<file path="src/rtl/ddr_init_pkg.sv">
package ddr_init_pkg;

  typedef enum logic [2:0] {
    CMD_DESEL,
    CMD_NOP,
    CMD_PRE,
    CMD_REF,
    CMD_LMR
  } cmd_e;

  typedef enum logic [4:0] {
    ST_IDLE,
    ST_PWR,
    ST_WAKE,
    ST_PRE1,
    ST_RP1,
    ST_EMR,
    ST_MRD1,
    ST_MRS,
    ST_MRD2,
    ST_PRE2,
    ST_RP2,
    ST_REF1,
    ST_RFC1,
    ST_REF2,
    ST_RFC2,
    ST_MRC,
    ST_MRD3,
    ST_DONE
  } step_e;

endpackage

</file>
<file path="src/rtl/ddr_wait_timer.sv">
module ddr_wait_timer #(
  parameter int TW = 8
) (
  input  logic          clk,
  input  logic          rst,
  input  logic          load,
  input  logic [TW-1:0] len,
  output logic          last
);
  logic [TW-1:0] cnt_q;

  always_ff @(posedge clk) begin
    if (rst) begin
      cnt_q <= '0;
    end else if (load) begin
      cnt_q <= len;
    end else if (cnt_q != '0) begin
      cnt_q <= cnt_q - 1'b1;
    end
  end

  assign last = (cnt_q == TW'(1));

  // the count only moves down by one, or is reloaded
  p_count_down_r4: assert property (@(posedge clk) disable iff (rst)
    (!load && cnt_q != '0) |=> (cnt_q == $past(cnt_q) - 1'b1));

endmodule

</file>
<file path="src/rtl/ddr_dll_guard.sv">
module ddr_dll_guard #(
  parameter int T_DLL = 200
) (
  input  logic clk,
  input  logic rst,
  input  logic clear,
  input  logic arm,
  output logic expired
);
  localparam int GW = (T_DLL < 2) ? 1 : $clog2(T_DLL);

  logic [GW-1:0] cnt_q;
  logic          armed_q;

  always_ff @(posedge clk) begin
    if (rst || clear) begin
      cnt_q   <= '0;
      armed_q <= 1'b0;
    end else if (arm) begin
      cnt_q   <= GW'(T_DLL - 1);
      armed_q <= 1'b1;
    end else if (armed_q && cnt_q != '0) begin
      cnt_q <= cnt_q - 1'b1;
    end
  end

  assign expired = armed_q && (cnt_q == '0);

  // an arm always restarts the full interval
  p_arm_reload_r9: assert property (@(posedge clk) disable iff (rst)
    (arm && !clear) |=> !expired || (T_DLL == 1));

endmodule

</file>
<file path="src/rtl/ddr_cmd_drive.sv">
module ddr_cmd_drive
  import ddr_init_pkg::*;
#(
  parameter int AW  = 13,
  parameter int BAW = 2
) (
  input  logic           clk,
  input  logic           rst,
  input  logic           cke_i,
  input  cmd_e           cmd_i,
  input  logic [BAW-1:0] ba_i,
  input  logic [AW-1:0]  addr_i,
  output logic           cke_o,
  output logic           cs_n_o,
  output logic           ras_n_o,
  output logic           cas_n_o,
  output logic           we_n_o,
  output logic [BAW-1:0] ba_o,
  output logic [AW-1:0]  addr_o
);
  logic [3:0] pins_c;
  logic       keep_addr;

  always_comb begin
    keep_addr = 1'b0;
    unique case (cmd_i)
      CMD_NOP:  pins_c = 4'b0111;
      CMD_PRE:  begin pins_c = 4'b0010; keep_addr = 1'b1; end
      CMD_REF:  pins_c = 4'b0001;
      CMD_LMR:  begin pins_c = 4'b0000; keep_addr = 1'b1; end
      default:  pins_c = 4'b1111;
    endcase
  end

  always_ff @(posedge clk) begin
    if (rst) begin
      cke_o   <= 1'b0;
      cs_n_o  <= 1'b1;
      ras_n_o <= 1'b1;
      cas_n_o <= 1'b1;
      we_n_o  <= 1'b1;
      ba_o    <= '0;
      addr_o  <= '0;
    end else begin
      cke_o   <= cke_i;
      cs_n_o  <= pins_c[3];
      ras_n_o <= pins_c[2];
      cas_n_o <= pins_c[1];
      we_n_o  <= pins_c[0];
      ba_o    <= keep_addr ? ba_i : '0;
      addr_o  <= keep_addr ? addr_i : '0;
    end
  end

  // no command reaches the memory while its clock is disabled
  p_cke_low_deselect_r1: assert property (@(posedge clk) disable iff (rst)
    !cke_o |-> cs_n_o);

endmodule

</file>
<file path="src/rtl/ddr_pwrup_seq.sv">
module ddr_pwrup_seq
  import ddr_init_pkg::*;
#(
  parameter int AW        = 13,
  parameter int BAW       = 2,
  parameter int T_PWR     = 10000,
  parameter int T_RP      = 3,
  parameter int T_MRD     = 2,
  parameter int T_RFC     = 14,
  parameter int T_DLL     = 200,
  parameter bit CLEAR_DLL = 1'b1
) (
  input  logic           clk,
  input  logic           rst,
  input  logic           start,
  input  logic [AW-1:0]  mode_val,
  input  logic [AW-1:0]  ext_mode,
  output logic           cke,
  output logic           cs_n,
  output logic           ras_n,
  output logic           cas_n,
  output logic           we_n,
  output logic [BAW-1:0] ba,
  output logic [AW-1:0]  addr,
  output logic           init_done,
  output logic           read_ok
);
  localparam int DLL_BIT  = 8;
  localparam int AP_BIT   = 10;
  localparam int DRV_BIT  = 1;
  localparam int M_A      = (T_PWR > T_RP)  ? T_PWR : T_RP;
  localparam int M_B      = (T_MRD > T_RFC) ? T_MRD : T_RFC;
  localparam int T_MAX    = (M_A > M_B) ? M_A : M_B;
  localparam int TW       = $clog2(T_MAX + 1);
  localparam logic [AW-1:0]  DLL_MASK = AW'(1) << DLL_BIT;
  localparam logic [AW-1:0]  AP_MASK  = AW'(1) << AP_BIT;
  localparam logic [AW-1:0]  EXT_KEEP = AW'(1) << DRV_BIT;
  localparam logic [BAW-1:0] BA_BASE  = BAW'(0);
  localparam logic [BAW-1:0] BA_EXT   = BAW'(1);

  step_e          st_q, st_d;
  logic           t_load, t_last;
  logic [TW-1:0]  t_len;
  logic           cke_c;
  cmd_e           cmd_c;
  logic [BAW-1:0] ba_c;
  logic [AW-1:0]  addr_c;
  logic           dll_expired;
  logic           done_q, read_q;
  step_e          after_rfc;

  // variant choice: whether the sequence ends with the DLL-reset clear
  generate
    if (CLEAR_DLL) begin : g_clear
      assign after_rfc = ST_MRC;
    end else begin : g_noclear
      assign after_rfc = ST_DONE;
    end
  endgenerate

  ddr_wait_timer #(.TW(TW)) u_timer (
    .clk  (clk),
    .rst  (rst),
    .load (t_load),
    .len  (t_len),
    .last (t_last)
  );

  always_comb begin
    st_d   = st_q;
    t_load = 1'b0;
    t_len  = '0;
    if (start) begin
      st_d   = ST_PWR;
      t_load = 1'b1;
      t_len  = TW'(T_PWR);
    end else begin
      unique case (st_q)
        ST_IDLE: st_d = ST_IDLE;
        ST_PWR:  if (t_last) st_d = ST_WAKE;
        ST_WAKE: st_d = ST_PRE1;
        ST_PRE1: begin st_d = ST_RP1;  t_load = 1'b1; t_len = TW'(T_RP);  end
        ST_RP1:  if (t_last) st_d = ST_EMR;
        ST_EMR:  begin st_d = ST_MRD1; t_load = 1'b1; t_len = TW'(T_MRD); end
        ST_MRD1: if (t_last) st_d = ST_MRS;
        ST_MRS:  begin st_d = ST_MRD2; t_load = 1'b1; t_len = TW'(T_MRD); end
        ST_MRD2: if (t_last) st_d = ST_PRE2;
        ST_PRE2: begin st_d = ST_RP2;  t_load = 1'b1; t_len = TW'(T_RP);  end
        ST_RP2:  if (t_last) st_d = ST_REF1;
        ST_REF1: begin st_d = ST_RFC1; t_load = 1'b1; t_len = TW'(T_RFC); end
        ST_RFC1: if (t_last) st_d = ST_REF2;
        ST_REF2: begin st_d = ST_RFC2; t_load = 1'b1; t_len = TW'(T_RFC); end
        ST_RFC2: if (t_last) st_d = after_rfc;
        ST_MRC:  begin st_d = ST_MRD3; t_load = 1'b1; t_len = TW'(T_MRD); end
        ST_MRD3: if (t_last) st_d = ST_DONE;
        default: st_d = ST_DONE;
      endcase
    end
  end

  always_ff @(posedge clk) begin
    if (rst) st_q <= ST_IDLE;
    else     st_q <= st_d;
  end

  always_comb begin
    cke_c  = 1'b1;
    cmd_c  = CMD_NOP;
    ba_c   = '0;
    addr_c = '0;
    unique case (st_q)
      ST_IDLE, ST_PWR: begin
        cke_c = 1'b0;
        cmd_c = CMD_DESEL;
      end
      ST_PRE1, ST_PRE2: begin
        cmd_c  = CMD_PRE;
        addr_c = AP_MASK;
      end
      ST_EMR: begin
        cmd_c  = CMD_LMR;
        ba_c   = BA_EXT;
        addr_c = ext_mode & EXT_KEEP;
      end
      ST_MRS: begin
        cmd_c  = CMD_LMR;
        ba_c   = BA_BASE;
        addr_c = mode_val | DLL_MASK;
      end
      ST_MRC: begin
        cmd_c  = CMD_LMR;
        ba_c   = BA_BASE;
        addr_c = mode_val & ~DLL_MASK;
      end
      ST_REF1, ST_REF2: cmd_c = CMD_REF;
      default: cmd_c = CMD_NOP;
    endcase
  end

  ddr_cmd_drive #(.AW(AW), .BAW(BAW)) u_drive (
    .clk     (clk),
    .rst     (rst),
    .cke_i   (cke_c),
    .cmd_i   (cmd_c),
    .ba_i    (ba_c),
    .addr_i  (addr_c),
    .cke_o   (cke),
    .cs_n_o  (cs_n),
    .ras_n_o (ras_n),
    .cas_n_o (cas_n),
    .we_n_o  (we_n),
    .ba_o    (ba),
    .addr_o  (addr)
  );

  ddr_dll_guard #(.T_DLL(T_DLL)) u_guard (
    .clk     (clk),
    .rst     (rst),
    .clear   (start),
    .arm     (st_q == ST_MRS),
    .expired (dll_expired)
  );

  always_ff @(posedge clk) begin
    if (rst) begin
      done_q <= 1'b0;
      read_q <= 1'b0;
    end else begin
      done_q <= (st_q == ST_DONE);
      read_q <= (st_q == ST_DONE) && dll_expired;
    end
  end

  assign init_done = done_q;
  assign read_ok   = read_q;

  // ---------------- checks next to the sequencing logic ----------------
  localparam int SW = $clog2(T_DLL + 2);
  logic [SW-1:0] since_mr_q;
  logic          seen_mr_q;
  logic          pins_nop, pins_lmr, in_wait;

  assign pins_nop = !cs_n && ras_n && cas_n && we_n;
  assign pins_lmr = !cs_n && !ras_n && !cas_n && !we_n;
  assign in_wait  = (st_q == ST_RP1) || (st_q == ST_RP2) || (st_q == ST_MRD1) ||
                    (st_q == ST_MRD2) || (st_q == ST_MRD3) || (st_q == ST_RFC1) ||
                    (st_q == ST_RFC2);

  always_ff @(posedge clk) begin
    if (rst) begin
      since_mr_q <= '0;
      seen_mr_q  <= 1'b0;
    end else if (pins_lmr && ba == BA_BASE && addr[DLL_BIT]) begin
      since_mr_q <= SW'(1);
      seen_mr_q  <= 1'b1;
    end else if (since_mr_q != {SW{1'b1}}) begin
      since_mr_q <= since_mr_q + 1'b1;
    end
  end

  // a timed wait puts only NOP on the pins
  p_wait_nop_r5: assert property (@(posedge clk) disable iff (rst)
    in_wait |=> (pins_nop && cke));

  // only the drive-strength bit survives in the extended load
  p_ext_mask_r6: assert property (@(posedge clk) disable iff (rst)
    (pins_lmr && ba == BA_EXT) |-> ((addr & ~EXT_KEEP) == '0));

  // read permission only after completion
  p_read_needs_done_r9: assert property (@(posedge clk) disable iff (rst)
    read_ok |-> init_done);

  // read permission never earlier than the lock interval
  p_read_gap_r9: assert property (@(posedge clk) disable iff (rst)
    read_ok |-> (seen_mr_q && since_mr_q >= SW'(T_DLL)));

  // completion holds until a new start
  p_done_hold_r8: assert property (@(posedge clk) disable iff (rst)
    (init_done && !start && !$past(start)) |=> init_done);

  // a start forces the clock-enable-low phase two cycles later
  p_restart_r10: assert property (@(posedge clk) disable iff (rst)
    start |-> ##2 (!cke && !init_done && !read_ok));

endmodule

</file>
<file path="config.mk">
export PLATFORM = sky130hd
export DESIGN_NAME = ddr_pwrup_seq
export DESIGN_NICKNAME = d
export VERILOG_FILES = /design/src/rtl/ddr_init_pkg.sv /design/src/rtl/ddr_wait_timer.sv /design/src/rtl/ddr_dll_guard.sv /design/src/rtl/ddr_cmd_drive.sv /design/src/rtl/ddr_pwrup_seq.sv
export SDC_FILE = /design/constraint.sdc
export NUM_CORES = 1
export LEC_CHECK = 0
export CORE_ASPECT_RATIO = 0.8
export CORE_MARGIN = 5
export CORE_UTILIZATION = 53
export CTS_BUF_LIST = sky130_fd_sc_hd__clkbuf_16
export CTS_CLUSTER_DIAMETER = 150
export CTS_CLUSTER_SIZE = 20
export DETAILED_ROUTE_END_ITERATION = 16
export DONT_BUFFER_PORTS = 1
export PLACE_DENSITY = 0.68
export SYNTH_ARGS = -nofsm -noshare
export SYNTH_HDL_FRONTEND = slang
export SYNTH_HIERARCHICAL = 1
export SYNTH_SLANG_ARGS = --single-unit
export TNS_END_PERCENT = 50
</file>
<file path="constraint.sdc">
create_clock -name clk -period 3.9 [get_ports clk]
set_clock_uncertainty 0.05 [all_clocks]
set_input_delay 0 -clock clk [delete_from_list [all_inputs] [get_ports clk]]
set_output_delay 0 -clock clk [all_outputs]
set_load 0.005 [all_outputs]
</file>
==> impl_metrics.sql <==
INSERT INTO impl_metrics (metric_group, metric, value, unit) VALUES
('outcome', 'run_status', 'finished clean', ''),
('critical_path', 'timing.rr.end', 'u_timer/cnt_q[13]', ''),
('flow_run', 'maxCapViolCount', '0', ''),
('synth', 'synth_top_cell_by_area', 'dfxtp_1', ''),
('synth', 'yosys-top-cells-area', 'dfxtp_1, nand2_1, nor2_1', ''),
('route', 'routed_wl', '4893', 'µm'),
('place', 'hpwl', '3354', 'µm'),
('clock_tree', 'postCtsSetupRepairBufs', '0', ''),
('place', 'final_estimated_routing_congestion_in_global_placement', '0.7805', ''),
('synth', 'synth_flop_cell', 'dfxtp_1', ''),
('critical_path', 'slowest_stage', 'dfxtp_1', ''),
('critical_path', 'slowest_stage_delay_on_critical_path', '640', 'ps'),
('clock_tree', 'cts-htree-levels', '2', ''),
('final_layout', 'final_cells', '356', ''),
('synth', 'syn-mean-instance-area', '8.794', 'µm²'),
('clock_tree', 'tritoncts_clock_tree', 'built', ''),
('final_layout', 'multi_input_combinational_cell_area', '1376', 'µm²'),
('grt', 'grt_antenna_before_repair', '0', ''),
('route', 'wl_per_cell', '13.74', 'µm'),
('critical_path', 'critPathArrivalTime', '2460', 'ps'),
('critical_path', 'worst-endpoint-required', '4060', 'ps'),
('timing', 'totalNegativeSetupSlack', '0', 'ps'),
('clock_tree', 'cts_num_sinks', '50', ''),
('timing', 'max_slew.worst_pin.slew', '793.6', 'ps'),
('final_layout', 'final-seq-area', '1001', 'µm²'),
('final_layout', 'layout.core_utilization', '62.51', '%'),
('floorplanning', 'fp.coreArea', '4542', 'µm²'),
('floorplanning', 'floorplan.initialDensity', '54.41', '%'),
('place', 'port_buffers', '0', ''),
('timing', 'setup_repair_after_global_routing_missed_its_margin', 'false', ''),
('critical_path', 'worst-path-max-fanout', '15', ''),
('critical_path', 'timing.critical_path.cells', 'nor3_2 > o21bai_1 > inv_1 > nor2_1 > nand2_1 > o21ai_0', ''),
('power', 'power_leakage', '0.001119', 'µW'),
('final_layout', 'drive_above_1_share', '9.459', '%'),
('synth', 'leading_post_synthesis_cells_by_instance_count', 'dfxtp_1, nand2_1, nor2_1, inv_1, o21ai_0', ''),
('synth', 'yosys_register_bits', '50', ''),
('grt', 'grt_start_max_net_pins', '23', ''),
('power', 'power.ir.vdd_worst', '0.0002034', 'V'),
('floorplanning', 'die-height', '71.08', 'µm'),
('grt', 'grt_usage', '17.19', '%'),
('route', 'drcViolationCount', '0', ''),
('critical_path', 'endpoint', 'u_timer/cnt_q[13]', ''),
('place', 'placedCellCount', '334', ''),
('critical_path', 'worstSetupEndpointType', 'flip-flop', ''),
('synth', 'post_synth_instance_area', '2471', 'µm²'),
('route', 'initial_drt_pass_iterations', '4', ''),
('floorplanning', 'std_cell_rows', '22', ''),
('clock_tree', 'number_of_hold_repair_buffers_added_at_the_cts_stage', '14', ''),
('final_layout', 'nFillCells', '393', ''),
('clock_tree', 'cts-root-to-sink-buffers', '2', ''),
('synth', 'synth-edff-count', '0', ''),
('route', 'avgViaCountPerCell', '5.494', ''),
('floorplanning', 'top_level_ports', '51', ''),
('clock_tree', 'cts-resized-gates', '0', ''),
('grt', 'grt_pass1_wl', '8742', 'µm'),
('timing', 'final_hold_violation_count', '0', ''),
('grt', 'number_of_global_route_vias_before_repair', '1852', ''),
('critical_path', 'cp-start-kind', 'flip-flop', ''),
('floorplanning', 'dieArea', '6137', 'µm²'),
('clock_tree', 'clk_pin_slew_worst_paths', '60', 'ps'),
('critical_path', 'worst-setup-path-type', 'reg -> reg', ''),
('clock_tree', 'cts_inserted_buffers', '5', ''),
('clock_tree', 'cts.root.buffer_cell', 'clkbuf_16', ''),
('route', 'initialDrtViolationCount', '110', ''),
('final_layout', 'syn_to_final_growth', '14.89', '%'),
('critical_path', 'worstRegToRegCells', '6', ''),
('synth', 'synth_warnings', '6', ''),
('synth', 'synth_seq_area_share', '40.51', '%'),
('hold_path', 'worst_min_path_class', 'in -> reg', ''),
('final_layout', 'diodes', '0', ''),
('timing', 'finalSetupViolations', '0', '');
[cells by family (layout without fill, tap and decap cells)]
logic type	count (synthesis)	in the layout	synth area share (%)
simple gates	131	131	31.60
compound gates	52	52	14.18
flops	50	50	40.51
buf+inv	25	35	4.557
xor+xnor	13	13	4.912
mux	5	5	2.076
fa+ha+maj	4	4	2.025
other cells	1	6	0.1518
[where the power goes]
group / internal [µW] / switching, µW / leakage (µW)
logic: 57.7 / 66.3 / 0.000618
clock network: 368 / 186 / 0.0000940
registers: 526 / 18.8 / 0.000406
[metal layers]
layer  track usage [%]  share of wire, %
met5                 0                 0
met4             2.595              0.45
met3             5.122               3.6
met2             26.99                46
met1             23.86                50
[how the worst min path moves through the flow]
stage	start	endpoint	slack, ps	depth (start not counted)
floorplan	rst	st_q[0]	20	1
finish	start	u_timer/cnt_q[2]	100	2
CTS	start	u_timer/cnt_q[2]	100	2
detailed placement	rst	u_timer/cnt_q[5]	20	1
global route	start	u_timer/cnt_q[2]	130	2
global placement	rst	u_timer/cnt_q[5]	20	1
[layout by cell type, fill, tap and decap left out, types with 4 or more instances in the layout]
master and count:
nor2b_1 5, a211oi_1 5, nand2b_1 4, nor4_1 5
and3_2 5, conb_1 6, nor2_1 19, dfxtp_1 50
and2_1 11, or3_1 6, a21oi_1 10, or2_2 4
nor3_1 11, xnor2_1 6, and3_1 11, dlygate4sd3_1 14
o21ai_0 12, clkbuf_16 5, xor2_1 6, ha_1 4
inv_1 12, nand2_1 23, mux2i_1 4
[sequential cells by signal, summed over array words and instances (netlist names), 2 cells and up]
| register | cells |
|---|---|
| u_timer/cnt_q | 14 |
| u_drive/addr_o | 13 |
| u_guard/cnt_q | 8 |
| st_q | 5 |
| u_drive/ba_o | 2 |
[through the flow]
step	cell area, µm²	total power [µW]	setup WS (ps)
3_3_place_gp	2505	661.8	1659
3_5_place_dp	2505	663.4	1621
5_1_grt	2839	1277	1298
2_1_floorplan	2490	646.4	1917
4_1_cts	2839	1235	1600
6_report	2839	1223	1602
[layout make-up]
| cell class | count | area share [%] |
|---|---|---|
| multi-input cells | 211 | 48.48 |
| flip-flops and latches | 50 | 35.26 |
| repair buffers | 15 | 5.201 |
| clock buffers | 5 | 4.407 |
| well taps | 60 | 2.644 |
| clock inverters | 3 | 2.424 |
| inverters | 12 | 1.587 |
[worst max-delay path, delay by kind of cell, from the launching register on]
kind,cells,cell delay [ps]
AO/OA/AOI/OAI,2,540
buffers and inverters,1,250
flip-flops,1,640
AND/OR/NAND/NOR,3,730
(Power assumes the default switching activity.)
